$ cat src/rtl/exc_pkg.sv
package exc_pkg;
  localparam int XLEN = 32;

  // vector index of MSB-first bit k is XLEN-1-k
  localparam int MSR_LE  = 0;   // bit 31
  localparam int MSR_RI  = 1;   // bit 30
  localparam int MSR_IP  = 6;   // bit 25
  localparam int MSR_ME  = 12;  // bit 19
  localparam int MSR_ILE = 16;  // bit 15

  localparam int CLR_A_HI = 30;  // bits 1..4
  localparam int CLR_A_LO = 27;
  localparam int CLR_B_HI = 21;  // bits 10..15
  localparam int CLR_B_LO = 16;

  localparam int HALF = XLEN / 2;

  typedef enum logic [2:0] {
    EV_NONE,
    EV_RST,
    EV_MC_TAKE,
    EV_MC_DBG,
    EV_MC_STOP,
    EV_RFI
  } exc_ev_e;
endpackage

$ cat src/rtl/exc_arbiter.sv
module exc_arbiter
  import exc_pkg::*;
(
  input  logic    stopped_i,
  input  logic    reset_req_i,
  input  logic    bus_err_i,
  input  logic    rfi_i,
  input  logic    me_i,
  input  logic    dbg_en_i,
  output exc_ev_e ev_o
);
  always_comb begin
    ev_o = EV_NONE;
    if (stopped_i)        ev_o = EV_NONE;
    else if (reset_req_i) ev_o = EV_RST;
    else if (bus_err_i) begin
      if (me_i)           ev_o = EV_MC_TAKE;
      else if (dbg_en_i)  ev_o = EV_MC_DBG;
      else                ev_o = EV_MC_STOP;
    end
    else if (rfi_i)       ev_o = EV_RFI;
  end
endmodule

$ cat src/rtl/exc_state_calc.sv
module exc_state_calc
  import exc_pkg::*;
(
  input  logic [XLEN-1:0] msr_i,
  input  logic [XLEN-1:0] srr1_i,
  output logic [XLEN-1:0] save_srr1_o,
  output logic [XLEN-1:0] entry_msr_o,
  output logic [XLEN-1:0] rfi_msr_o
);
  logic [HALF-1:0] unused_srr1_hi;
  assign unused_srr1_hi = srr1_i[XLEN-1:HALF];

  always_comb begin
    save_srr1_o = msr_i;
    save_srr1_o[CLR_A_HI:CLR_A_LO] = '0;
    save_srr1_o[CLR_B_HI:CLR_B_LO] = '0;
  end

  always_comb begin
    entry_msr_o         = '0;
    entry_msr_o[MSR_IP] = msr_i[MSR_IP];
    entry_msr_o[MSR_ME] = msr_i[MSR_ME];
    entry_msr_o[MSR_LE] = msr_i[MSR_ILE];
  end

  // MSB-first bits 16..31 are the low vector half
  assign rfi_msr_o = {msr_i[XLEN-1:HALF], srr1_i[HALF-1:0]};
endmodule

$ cat src/rtl/exc_vector_sel.sv
module exc_vector_sel
  import exc_pkg::*;
#(
  parameter logic [XLEN-1:0] HI_BASE = 32'hFFF0_0000,
  parameter logic [XLEN-1:0] RST_OFF = 32'h0000_0100,
  parameter logic [XLEN-1:0] MC_OFF  = 32'h0000_0200
) (
  input  logic            iip_i,
  input  logic            is_mc_i,
  output logic [XLEN-1:0] vec_o
);
  logic [XLEN-1:0] base;
  assign base  = iip_i ? '0 : HI_BASE;
  assign vec_o = base + (is_mc_i ? MC_OFF : RST_OFF);
endmodule

$ cat src/rtl/exc_entry_ctrl.sv
module exc_entry_ctrl
  import exc_pkg::*;
#(
  parameter logic [31:0] HI_BASE = 32'hFFF0_0000,
  parameter logic [31:0] RST_OFF = 32'h0000_0100,
  parameter logic [31:0] MC_OFF  = 32'h0000_0200
) (
  input  logic        clk_i,
  input  logic        rst_ni,
  input  logic        reset_req_i,
  input  logic        bus_err_i,
  input  logic        rfi_i,
  input  logic [31:0] msr_i,
  input  logic [31:0] srr0_i,
  input  logic [31:0] srr1_i,
  input  logic [31:0] cur_pc_i,
  input  logic [31:0] next_pc_i,
  input  logic        iip_i,
  input  logic        dbg_en_i,
  output logic        srr_we_o,
  output logic [31:0] srr0_o,
  output logic [31:0] srr1_o,
  output logic        msr_we_o,
  output logic [31:0] msr_o,
  output logic        redirect_o,
  output logic [31:0] fetch_addr_o,
  output logic        mc_recov_o,
  output logic        checkstop_o,
  output logic        debug_entry_o
);
  exc_ev_e         ev;
  logic [XLEN-1:0] save_srr1, entry_msr, rfi_msr, vec;
  logic            is_int;

  exc_arbiter u_arb (
    .stopped_i  (checkstop_o),
    .reset_req_i(reset_req_i),
    .bus_err_i  (bus_err_i),
    .rfi_i      (rfi_i),
    .me_i       (msr_i[MSR_ME]),
    .dbg_en_i   (dbg_en_i),
    .ev_o       (ev)
  );

  exc_state_calc u_calc (
    .msr_i      (msr_i),
    .srr1_i     (srr1_i),
    .save_srr1_o(save_srr1),
    .entry_msr_o(entry_msr),
    .rfi_msr_o  (rfi_msr)
  );

  exc_vector_sel #(
    .HI_BASE(HI_BASE),
    .RST_OFF(RST_OFF),
    .MC_OFF (MC_OFF)
  ) u_vec (
    .iip_i  (iip_i),
    .is_mc_i(ev == EV_MC_TAKE),
    .vec_o  (vec)
  );

  assign is_int = (ev == EV_RST) || (ev == EV_MC_TAKE);

  always_ff @(posedge clk_i or negedge rst_ni) begin
    if (!rst_ni) begin
      srr_we_o      <= 1'b0;
      srr0_o        <= '0;
      srr1_o        <= '0;
      msr_we_o      <= 1'b0;
      msr_o         <= '0;
      redirect_o    <= 1'b0;
      fetch_addr_o  <= '0;
      mc_recov_o    <= 1'b0;
      checkstop_o   <= 1'b0;
      debug_entry_o <= 1'b0;
    end else begin
      srr_we_o      <= is_int;
      msr_we_o      <= is_int || (ev == EV_RFI);
      redirect_o    <= is_int || (ev == EV_RFI);
      mc_recov_o    <= (ev == EV_MC_TAKE) && msr_i[MSR_RI];
      debug_entry_o <= (ev == EV_MC_DBG);
      checkstop_o   <= checkstop_o || (ev == EV_MC_STOP);
      if (is_int) begin
        srr0_o       <= (ev == EV_RST) ? next_pc_i : cur_pc_i;
        srr1_o       <= save_srr1;
        msr_o        <= entry_msr;
        fetch_addr_o <= vec;
      end else if (ev == EV_RFI) begin
        msr_o        <= rfi_msr;
        fetch_addr_o <= srr0_i;
      end
    end
  end
endmodule

$ cat config.mk
export PLATFORM = sky130hd
export DESIGN_NAME = exc_entry_ctrl
export DESIGN_NICKNAME = d
export VERILOG_FILES = /design/src/rtl/exc_pkg.sv /design/src/rtl/exc_arbiter.sv /design/src/rtl/exc_state_calc.sv /design/src/rtl/exc_vector_sel.sv /design/src/rtl/exc_entry_ctrl.sv
export SDC_FILE = /design/constraint.sdc
export NUM_CORES = 1
export LEC_CHECK = 0
export BUFFER_PORTS_ARGS = -buffer_cell sky130_fd_sc_hd__buf_2
export CORE_AREA = 2 2 122 124
export CTS_CLUSTER_DIAMETER = 150
export DETAILED_ROUTE_END_ITERATION = 12
export DIE_AREA = 0 0 124 126
export MAX_ROUTING_LAYER = met4
export PLACE_DENSITY = 0.86
export SLEW_MARGIN = 5
export SYNTH_ARGS = -nofsm -noshare
export SYNTH_HDL_FRONTEND = slang
export SYNTH_HIERARCHICAL = 1
export SYNTH_SLANG_ARGS = --single-unit
export TNS_END_PERCENT = 1
$ cat constraint.sdc
create_clock -name clk_i -period 3.63 [get_ports clk_i]
set_clock_uncertainty 0.2 [all_clocks]
set_input_delay 0 -clock clk_i [delete_from_list [all_inputs] [get_ports clk_i]]
set_output_delay 0 -clock clk_i [all_outputs]
set_load 0.005 [all_outputs]
== Word-level counts from Yosys, hierarchy flattened ==
Cells that the tools add are included.

* Div/mod/pow operators: 0
* Eq/ne operators: 5
* Reductions and logical operators: 5
* Add/sub/neg operators: 1
* Shift operators: 0
* Bitwise logic cells: 0
* Muxes and demuxes: 13
* $mul: 0
* $lt $le $gt $ge: 0

{| class="wikitable"
|+ Operator list
! kind !! count
|-
| two-way mux 32 bit || 6
|-
| adder 32 bit || 1
|-
| two-way mux 3 bit || 6
|-
| two-way mux 10 bit || 1
|-
| equality test 3 x 2 -> 1 bit, second input constant || 2
|-
| equality test 3 bit, second input constant || 2
|-
| equality test 3 x 1 -> 1 bit, second input constant || 1
|-
| logical OR 1 bit || 3
|-
| nonzero test 2 bit || 1
|-
| logical AND 1 bit || 1
|}

* RAM bits: 0
* Memories: 0
* Input bits: 167
* Latch bits: 0
* Flip-flop bits (word level): 123
* Output and inout bits: 134
* Word-level logic and storage cells: 33
* ROM bits: 0

== Depth between registers and ports, before layout ==
Gate-level depths: netlist (run 1).

* Depth after elaboration: 9
* Depth in mapped cells: 9
* Mapped depth without buffers: 6

== By module ==
The synthesis (run 1) kept the hierarchy.

{| class="wikitable"
|+ Modules (own cells, without submodules)
! module !! sequential area each (um^2) !! area each (um^2) !! cells an instance !! times used
|-
| exc_entry_ctrl || 3328.2 || 6486.2 || 560 || 1
|-
| exc_state_calc || 0.0 || 724.4 || 97 || 1
|-
| exc_vector_sel || 0.0 || 236.5 || 33 || 1
|-
| exc_arbiter || 0.0 || 57.6 || 8 || 1
|}

== Worst setup path after synthesis (run 1) ==
Ideal clock, no wire load.

* Kind: register -> register
* Start point: register checkstop_o
* End point: register srr1_o[10]
* Library setup time: 0.125 ns
* Cell stages (with the launch flop): 9
* Buffers on the path: 3
* Arrival time: 1.792 ns
* Period minus slack after synthesis: 2.117 ns
* Data required time: 3.305 ns
* Setup slack: 1.513 ns
* Cell sequence: dfrtp_1 > nor4b_1 > buf_2 > xor2_1 > nand2b_1 > buf_4 > inv_4 > buf_6 > mux2_4

* Word-level cells in the longest chain between the ends: 3
* Elaborated cells on any way between the ends: 4
* Classes of those cells: eq/ne: 2; mux: 1; reduce/logical: 1

{| class="wikitable"
|+ Ends and longest elaborated chain
! item !! RTL line !! source
|-
| from (decl) || exc_entry_ctrl.sv:28 || <nowiki>output logic checkstop_o,</nowiki>
|-
| from (signal assigned) || exc_entry_ctrl.sv:83 || <nowiki>checkstop_o <= checkstop_o || (ev == EV_MC_STOP);</nowiki>
|-
| two-way mux 3 bit (*) || exc_arbiter.sv:14 || <nowiki>if (stopped_i) ev_o = EV_NONE;</nowiki>
|-
| named net ev[1] || exc_entry_ctrl.sv:31 || <nowiki>exc_ev_e ev;</nowiki>
|-
| equality test 3 x 1 -> 1 bit or equality test 3 x 2 -> 1 bit (tied branches) || exc_entry_ctrl.sv:63 || <nowiki>assign is_int = (ev == EV_RST) || (ev == EV_MC_TAKE);</nowiki>
|-
| logical OR 1 bit (*) || exc_entry_ctrl.sv:63 ||
|-
| to (signal assigned) || exc_entry_ctrl.sv:86 || <nowiki>srr1_o <= save_srr1;</nowiki>
|-
| to (decl) || exc_entry_ctrl.sv:22 || <nowiki>output logic [31:0] srr1_o,</nowiki>
|}

Mark *: on every way through the listed nets, which the timed path passes. The rest lies on a longest branch.
A chain may end at the register's enable or synchronous reset.

== Final worst setup path (run 1) ==
* Start point: register checkstop_o
* End point: register srr0_o[18]

* Word-level cells in the longest chain between the ends: 3
* Elaborated cells on any way between the ends: 5
* Classes of those cells: eq/ne: 2; mux: 2; reduce/logical: 1

{| class="wikitable"
|+ Ends and longest elaborated chain
! item !! RTL line !! source
|-
| two-way mux 3 bit (*) || exc_arbiter.sv:14 ||
|-
| named net ev[1] || exc_entry_ctrl.sv:31 ||
|-
| equality test 3 x 1 -> 1 bit or equality test 3 x 2 -> 1 bit (tied branches) || exc_entry_ctrl.sv:63, exc_entry_ctrl.sv:85 ||
|-
| two-way mux 32 bit or logical OR 1 bit (tied branches) || exc_entry_ctrl.sv:85, exc_entry_ctrl.sv:63 ||
|-
| to (signal assigned) || exc_entry_ctrl.sv:85 || <nowiki>srr0_o <= (ev == EV_RST) ? next_pc_i : cur_pc_i;</nowiki>
|-
| to (decl) || exc_entry_ctrl.sv:21 || <nowiki>output logic [31:0] srr0_o,</nowiki>
|}

Marks and branches as above.

==> out/metrics.csv, run 1 <==
stage;metric;value;unit
setup_path;cells on worst reg2reg path;7;
layout;area occupied by multi-input gates;3152;µm²
clock_tree;root buffer cell;clkbuf_16;
yosys;mapped cell area;7505;µm²
sta;Slew headroom;43.32;%
layout;Post-layout nets;1202;
power_and_ir_drop;Worst VDD drop;421.3;µV
placed_design;dpl hpwl;12.37;mm
setup_path;crit path DAT;3.55;ns
placed_design;GPL Wtd Cong;0.8616;
grt;first-pass GRT wire length;37.88;mm
clock_tree;TritonCTS Buffers;17;
power_and_ir_drop;power per cell area;752.8;nW/µm²
routing;DR vias;6986;
sta;Hold WS;0.005686;ns
sta;Tmin final;3.426;ns
placed_design;Placement Setup Slack;0.7823;ns
die;IO Pins;301;
setup_path;CP max stage delay;0.65;ns
setup_path;Crit Path Max Fanout;43;
power_and_ir_drop;PnR Total Power;7.860;mW
grt;GRT Overall Usage;32.38;%
sta;Worst-Margin Slew;0.8484;ns
clock_tree;CTS H-tree depth;4;
clock_tree;post-CTS setup buffers;0;
yosys;Synth Instances;698;
layout;Fill cells;898;
yosys;number of enable flip-flop cells after synthesis;0;
grt;largest net degree at the start of global routing;100;
clock_tree;Worst-Skew Late Latency;0.41;ns
outcome;status;finished, final reports clean;
layout;share of cells above drive strength 1;39.96;%
grt;initial antenna violation count;0;
yosys;syn avg cell area;10.75;µm²
sta;fin crit share;94.38;%
layout;Area Growth Syn to Fin;39.13;%
sta;Fin Setup TNS;0;ns
routing;DRC;0;
die;Die Ht;126;µm
routing;antenna-violating nets left;0;
layout;most frequent cells in the layout;buf_2, dlygate4sd3_1, dfrtp_1;
clock_tree;CTS tree;built;
yosys;sequential area share after synthesis;44.35;%
die;DIE AREA;15620;µm²
sta;Final Hold Fails;0;
placed_design;Port Buf Inserts;284;
yosys;Seq cells post-synth;133;
sta;Fmax;291.9;MHz
layout;most common cell after layout, fill and taps aside;buf_2;
layout;n_diodes;0;
setup_path;CP startpoint kind;flop;
layout;register area;3328;µm²
sta;setup violators final;0;
sta;fin. max-slew vios;0;
grt;number of global-route vias before repair;7104;
run;max cap viols;0;
routing;via density per instance;5.680;
routing;post-DR wirelength/cell;19.91;µm
sta;Setup WS post-layout;0.2039;ns
hold_path;Worst Hold Class;input port to async pin;
routing;DR pass1 iterations;7;
yosys;asr flop ratio synth;100.0;%
yosys;Synth cell types;29;
die;# rows;44;
clock_tree;CTS Sinks;133;
clock_tree;Clock transition at path regs;0.06;ns
setup_path;Required @ worst endpoint;3.76;ns
die;core box area;14310;µm²
grt;gr ovfl total;0;
setup_path;Worst Setup Path Type;flop to flop;
die;Starting Density;52.43;%
routing;1st-iter DRT viols;645;
setup_path;Max stage delay cell, worst path;nor4b_2;
setup_path;worst-path cell chain;nor4b_2 > buf_6 > nor2b_2 > buf_4 > a22oi_1 > dlygate4sd3_1 > o2bb2ai_1;
sta;RSZ-0062 raised after global routing;no;
setup_path;CP Capture Type;flop;
routing;DRT Wirelength;24.49;mm
yosys;Synth Flop Type;dfrtp_1;
clock_tree;CTS max path bufs;2;
power_and_ir_drop;Pleak;4.638;nW
yosys;YS warnings;6;
die;Chip Width;124;µm
## worst max-delay path: cells and delay by family, from the launching register on
family,cells,cell delay [ns]
buffers and inverters,3,1.42
flip-flops,1,0.47
AO/OA/AOI/OAI,2,0.35
AND/OR/NAND/NOR,2,0.86
## flip-flops by register name, indices dropped and copies added (netlist names)
signal         flops
srr0_o            32
mc_recov_o         1
checkstop_o        1
fetch_addr_o      32
msr_o             32
srr_we_o           1
redirect_o         1
srr1_o            32
debug_entry_o      1
## where the power goes
group	internal [mW]	switching [mW]	total, mW
Sequential	2.22	0.569	2.79
Clock	1.06	0.639	1.70
Combinational	1.92	1.46	3.38
Total	5.19	2.67	7.86
## worst paths after layout
path                                   from             to  slack (ns)
worst min-delay path                 rst_ni      msr_o[17]       0.006
max in group asynchronous            rst_ni  debug_entry_o        2.78
worst max register to register  checkstop_o     srr0_o[18]        0.20
worst min register to register    srr0_o[5]      srr0_o[5]        0.29
worst max-delay path            checkstop_o     srr0_o[18]        0.20
min in group clk_i              reset_req_i     srr0_o[22]        0.01
## cell type report
class	count	area share, %
timing repair buffer	453	30.05
multi-input combinational	426	30.19
sequential	133	31.88
inverter	4	0.1678
clock buffer	22	4.542
tap	184	2.205
clock inverter	8	0.9706
## kinds of logic (layout without fill, tap and decap cells)
family | after synthesis | after routing | synth area share (%)
flip-flops | 133 | 133 | 44.35
AO/OA/AOI/OAI | 195 | 195 | 21.16
buffers and inverters | 194 | 487 | 17.27
AND/OR/NAND/NOR | 141 | 141 | 10.75
other | 2 | 57 | 0.1001
XOR/XNOR | 1 | 1 | 0.1167
multiplexers | 32 | 32 | 6.252
## stage by stage
step           instances  instance area (µm²)  util (%)
6_report            1230                10440     72.95
5_1_grt             1230                10440     72.95
4_1_cts             1230                10430     72.88
3_5_place_dp        1042                 8258     57.69
3_3_place_gp        1042                 8258     57.69
2_1_floorplan        753                 7711         -
## Yosys cell counts (all sizes together), types with 2 or more instances
| cell | n | area, µm² |
|---|---|---|
| o21ai | 64 | 320.3 |
| clkbuf | 21 | 78.83 |
| dfrtp | 133 | 3328 |
| nor3b | 65 | 488.0 |
| o2bb2ai | 32 | 280.3 |
| nand2b | 2 | 12.51 |
| conb | 2 | 7.510 |
| inv | 4 | 17.52 |
| nor2 | 66 | 247.7 |
| o221a | 64 | 720.7 |
| nor2b | 2 | 12.51 |
| buf | 169 | 1200 |
| mux2 | 32 | 469.2 |
| a22oi | 32 | 240.2 |
## repair_timing
action                                 CTS  global route
hold buffers                           158             0
endpoints found under the hold margin  214             0
resized for setup                        0             1
setup endpoints to repair                0             9
## metal layers
metal / vias up / track usage [%] / share of wire [%]
met4: 0 / 16.99 / 5.1
met2: 454 / 52.33 / 51
li1: 3043 / - / -
met3: 115 / 8.469 / 7.4
met1: 3374 / 36.60 / 37
met5: - / - / 0
Power figures use the tool's default switching activity.
==> run 2, diff against run 1 <==
- RECOVER_POWER: default -> 50
==> out/metrics.csv, run 2 (synthesis results as in run 1) <==
stage;metric;value;unit;change
grt;gr ovfl total;0;;unchanged
routing;DR pass1 iterations;6;;was 7
die;Starting Density;52.43;%;unchanged
die;DIE AREA;15620;µm²;unchanged
sta;fin. max-slew vios;136;;was 0
layout;most frequent cells in the layout;buf_2, dlygate4sd3_1, dfrtp_1;;unchanged
setup_path;R2R Setup Slk;0.17;ns;was 0.20 ns
placed_design;Placed Area;8258;µm²;unchanged
sta;Final Hold Fails;0;;unchanged
routing;antenna-violating nets left;0;;unchanged
routing;1st-iter DRT viols;643;;was 645
die;Chip Width;124;µm;unchanged
placed_design;dpl hpwl;12.37;mm;unchanged
sta;Worst-Margin Slew;2.113;ns;was 0.8484 ns
grt;first-pass GRT wire length;37.88;mm;unchanged
run;max cap viols;3;;was 0
die;IO Pins;301;;unchanged
sta;Fin Setup TNS;0;ns;unchanged
layout;share of cells above drive strength 1;35.18;%;was 39.96%
clock_tree;TritonCTS Buffers;17;;unchanged
layout;post-route cell area;10340;µm²;was 10440 µm²
outcome;status;complete, but fails checks;;was finished, final reports clean
setup_path;CP startpoint kind;flop;;unchanged
sta;Tmin final;3.460;ns;was 3.426 ns
outcome;failing checks;max-capacitance violations, max-slew violations;;
setup_path;cells on worst reg2reg path;7;;unchanged
clock_tree;post-CTS setup buffers;0;;unchanged
hold_path;Worst Hold Class;input port to flop;;was input port to async pin
die;core box area;14310;µm²;unchanged
setup_path;Max stage delay cell, worst path;nor4b_2;;unchanged
sta;RSZ-0062 raised after global routing;no;;unchanged
layout;n_diodes;0;;unchanged
grt;number of global-route vias before repair;7104;;unchanged
clock_tree;CTS tree;built;;unchanged
placed_design;GPL Wtd Cong;0.8616;;unchanged
grt;initial antenna violation count;0;;unchanged
grt;largest net degree at the start of global routing;100;;unchanged
clock_tree;CTS max path bufs;2;;unchanged
routing;DR vias;6971;;was 6986
layout;most common cell after layout, fill and taps aside;buf_2;;unchanged
power_and_ir_drop;power per cell area;753.5;nW/µm²;was 752.8 nW/µm²
clock_tree;CTS Sinks;133;;unchanged
layout;Area Growth Syn to Fin;37.85;%;was 39.13%
sta;Slew headroom;-40.86;%;was 43.32%
die;# rows;44;;unchanged
sta;Setup WS post-layout;0.1696;ns;was 0.2039 ns
setup_path;worst-path cell chain;nor4b_2 > buf_6 > nor2b_2 > buf_4 > a22oi_1 > dlygate4sd3_1 > o2bb2ai_1;;unchanged
setup_path;crit path DAT;3.57;ns;was 3.55 ns
hold_path;Hold Path Origin;reset_req_i;;
clock_tree;Clock transition at path regs;0.06;ns;about the same
setup_path;RR Startpoint;checkstop_o;;unchanged
routing;post-DR wirelength/cell;19.94;µm;was 19.91 µm
setup_path;reg2reg end;srr0_o[17];;was srr0_o[18]
setup_path;Worst Setup Path Type;flop to flop;;unchanged
setup_path;Crit Path Max Fanout;43;;unchanged
hold_path;Worst Hold Path EP;srr0_o[22];;
sta;fin crit share;95.33;%;was 94.38%
hold_path;Hold Path Stages;4;;
clock_tree;root buffer cell;clkbuf_16;;unchanged
placed_design;Placement Setup Slack;0.7823;ns;unchanged
setup_path;Required @ worst endpoint;3.74;ns;was 3.76 ns
clock_tree;Worst-Skew Late Latency;0.40;ns;was 0.41 ns
placed_design;Port Buf Inserts;284;;unchanged
routing;via density per instance;5.667;;was 5.680
clock_tree;CTS H-tree depth;4;;unchanged
sta;Hold WS;0.01423;ns;was 0.005686 ns
setup_path;CP Capture Type;flop;;unchanged
setup_path;CP max stage delay;0.65;ns;about the same
power_and_ir_drop;Pleak;4.482;nW;was 4.638 nW
power_and_ir_drop;Worst VDD drop;422.6;µV;was 421.3 µV
routing;DRC;0;;unchanged
die;Die Ht;126;µm;unchanged
routing;DRT Wirelength;24.52;mm;was 24.49 mm
layout;Post-layout nets;1202;;unchanged
sta;Fmax;289.0;MHz;was 291.9 MHz
grt;GRT Overall Usage;32.38;%;unchanged
sta;setup violators final;0;;unchanged
## run 2: where the power goes
part	internal (mW)	switching, mW	total (mW)
Clock	1.06	0.637	1.69
Sequential	2.22	0.575	2.79
Combinational	1.85	1.46	3.31
Total	5.12	2.67	7.79
## run 2: metrics by stage
| stage | std cells | utilization [%] | power (mW) |
|---|---|---|---|
| after global routing | 1230 | 72.27 | 8.204 |
| after CTS | 1230 | 72.88 | 7.679 |
| after global placement | 1042 | 57.69 | 5.530 |
| after floorplan | 753 | - | 4.562 |
| after detailed placement | 1042 | 57.69 | 5.662 |
| final | 1230 | 72.27 | 7.795 |
## run 2: cell type report
| type | instances | area [µm²] |
|---|---|---|
| Inverter | 4 | 17.52 |
| Timing Repair Buffer | 453 | 3042 |
| Multi-Input combinational cell | 426 | 3152 |
| Sequential cell | 133 | 3328 |
| Clock inverter | 8 | 101.3 |
| Clock buffer | 22 | 474.2 |
| Fill cell | 931 | 3969 |
| Tap cell | 184 | 230.2 |
## run 2: how the worst max path moves through the flow
stage               cells past startpoint   startpoint              end
detailed placement                      6  checkstop_o        srr0_o[8]
CTS                                     6  checkstop_o       srr0_o[19]
floorplan                               8  checkstop_o       srr1_o[10]
global placement                        5  checkstop_o  fetch_addr_o[8]
global route                            7  checkstop_o       srr0_o[18]
finish                                  7  checkstop_o       srr0_o[17]
## run 2: worst max-delay path: cells and delay by family, from the launching register on
| family | cells | cell delay (ns) |
|---|---|---|
| AO/OA/AOI/OAI | 2 | 0.39 |
| buffers and inverters | 3 | 1.41 |
| flip-flops | 1 | 0.47 |
| AND/OR/NAND/NOR | 2 | 0.86 |
## run 2: what timing repair did
action                     CTS  global route
resized for setup            0             1
hold endpoints to repair   214             0
setup endpoints to repair    0             9
hold buffers               158             0
## run 2: metal layers
layer  wire length (µm)  vias up  track usage, %
li1                   -     3042               -
met1               9117     3385           36.60
met2              12350      428           52.33
met3               1806      116           8.469
met4               1255        0           16.99
met5                  0        -               -
==> run 3, diff against run 2 <==
- PLACE_DENSITY: 0.86 -> 0.93
==> out/metrics.csv, run 3 (synthesis results as in run 1) <==
stage;metric;value;unit;change
outcome;status;complete, but fails checks;;unchanged
outcome;failing checks;max-capacitance violations, max-slew violations;;unchanged
placed_design;placed instance count;1042;;unchanged
die;Die Ht;126;µm;unchanged
clock_tree;root buffer cell;clkbuf_16;;unchanged
clock_tree;post-cts repair resize count;0;;unchanged
clock_tree;# hold bufs at CTS;157;;was 158
sta;Tmin final;3.366;ns;was 3.460 ns
placed_design;dpl hpwl;12.44;mm;was 12.37 mm
setup_path;Worst Setup Path Type;flop to flop;;unchanged
power_and_ir_drop;Worst VDD drop;468.1;µV;was 422.6 µV
power_and_ir_drop;power per cell area;755.7;nW/µm²;was 753.5 nW/µm²
clock_tree;CTS Sinks;133;;unchanged
setup_path;Required @ worst endpoint;3.73;ns;was 3.74 ns
routing;1st-iter DRT viols;582;;was 643
clock_tree;Worst-Skew Late Latency;0.41;ns;was 0.40 ns
sta;Fmax;297.0;MHz;was 289.0 MHz
run;max cap viols;1;;was 3
grt;first-pass GRT wire length;39.12;mm;was 37.88 mm
grt;GRT Overall Usage;33.75;%;was 32.38%
routing;antenna-violating nets left;0;;unchanged
hold_path;Worst Hold Class;input port to flop;;unchanged
layout;Finished Layout Cells;1231;;was 1230
layout;Area Growth Syn to Fin;36.56;%;was 37.85%
sta;RSZ-0062 raised after global routing;no;;unchanged
layout;most frequent cells in the layout;buf_2, dlygate4sd3_1, dfrtp_1;;unchanged
routing;DR vias;7074;;was 6971
placed_design;Port Buf Inserts;284;;unchanged
die;# rows;44;;unchanged
sta;Slew headroom;-78.80;%;was -40.86%
die;Chip Width;124;µm;unchanged
routing;via density per instance;5.747;;was 5.667
sta;fin crit share;92.74;%;was 95.33%
die;core box area;14310;µm²;unchanged
placed_design;GPL Wtd Cong;0.8303;;was 0.8616
die;IO Pins;301;;unchanged
placed_design;Placement Setup Slack;0.9323;ns;was 0.7823 ns
grt;initial antenna violation count;0;;unchanged
setup_path;crit path DAT;3.47;ns;was 3.57 ns
sta;Setup WS post-layout;0.2635;ns;was 0.1696 ns
layout;n_diodes;0;;unchanged
sta;fin. max-slew vios;107;;was 136
grt;gr ovfl total;0;;unchanged
power_and_ir_drop;Pleak;4.333;nW;was 4.482 nW
layout;Post-layout nets;1201;;was 1202
clock_tree;post-CTS setup buffers;0;;unchanged
clock_tree;Clock transition at path regs;0.07;ns;was 0.06 ns
die;DIE AREA;15620;µm²;unchanged
clock_tree;TritonCTS Buffers;17;;unchanged
setup_path;CP Capture Type;flop;;unchanged
sta;Final Hold Fails;0;;unchanged
grt;largest net degree at the start of global routing;107;;was 100
sta;Worst-Margin Slew;2.682;ns;was 2.113 ns
die;Starting Density;52.43;%;unchanged
routing;DR pass1 iterations;5;;was 6
clock_tree;CTS tree;built;;unchanged
layout;share of cells above drive strength 1;30.85;%;was 35.18%
routing;DRC;0;;unchanged
setup_path;CP startpoint kind;flop;;unchanged
grt;number of global-route vias before repair;7199;;was 7104
clock_tree;CTS max path bufs;2;;unchanged
sta;Fin Setup TNS;0;ns;unchanged
setup_path;Crit Path Max Fanout;32;;was 43
layout;most common cell after layout, fill and taps aside;buf_2;;unchanged
sta;setup violators final;0;;unchanged
routing;DRT Wirelength;25.38;mm;was 24.52 mm
clock_tree;CTS H-tree depth;4;;unchanged
routing;post-DR wirelength/cell;20.62;µm;was 19.94 µm
sta;Hold WS;0.1332;ns;was 0.01423 ns
==> run 3: where the power goes <==
part | switching, mW | total, mW | internal, mW
sequential | 0.619 | 2.84 | 2.22
clock | 0.691 | 1.64 | 0.949
combinational | 1.49 | 3.27 | 1.78
total | 2.80 | 7.74 | 4.94
==> run 3: per-layer routing <==
| layer | wire length (µm) | track usage (%) |
|---|---|---|
| met1 | 9348 | 38.33 |
| met2 | 12490 | 53.10 |
| met3 | 2015 | 8.514 |
| met4 | 1525 | 20.69 |
| met5 | 0 | - |
==> run 3: area by class of cell <==
class                           instances  area, µm²
Fill cell                             980       4065
Sequential cell                       133       3328
Multi-Input combinational cell        426       3147
Timing Repair Buffer                  452       2968
Clock buffer                           19      432.9
Tap cell                              184      230.2
Clock inverter                         13      125.1
Inverter                                4      17.52
==> run 3: final timing paths <==
check,startpoint,endpoint,slack [ns],cells past startpoint
min reg2reg,srr0_o[12],srr0_o[12],0.29,1
max reg2reg,checkstop_o,srr0_o[19],0.26,7
min in group asynchronous,rst_ni,msr_o[15],0.72,2
max,checkstop_o,srr0_o[19],0.26,7
max in group asynchronous,rst_ni,srr0_o[23],0.88,3
min,reset_req_i,debug_entry_o,0.13,4
==> run 3: critical path, cell delays in order, from the launching register on <==
cell	delay, ns
dfrtp_1	0.47
nor4b_2	0.60
buf_4	0.44
nor2b_2	0.20
buf_4	0.34
a22oi_1	0.10
dlygate4sd3_1	0.60
o2bb2ai_1	0.27
==> run 3: metrics by stage <==
step / util (%) / cell area (µm²) / power, mW
6_report: 71.60 / 10250 / 7.745
5_1_grt: 71.60 / 10250 / 8.156
4_1_cts: 72.48 / 10380 / 7.648
3_5_place_dp: 57.60 / 8245 / 5.675
3_3_place_gp: 57.60 / 8245 / 5.518
2_1_floorplan: - / 7711 / 4.562
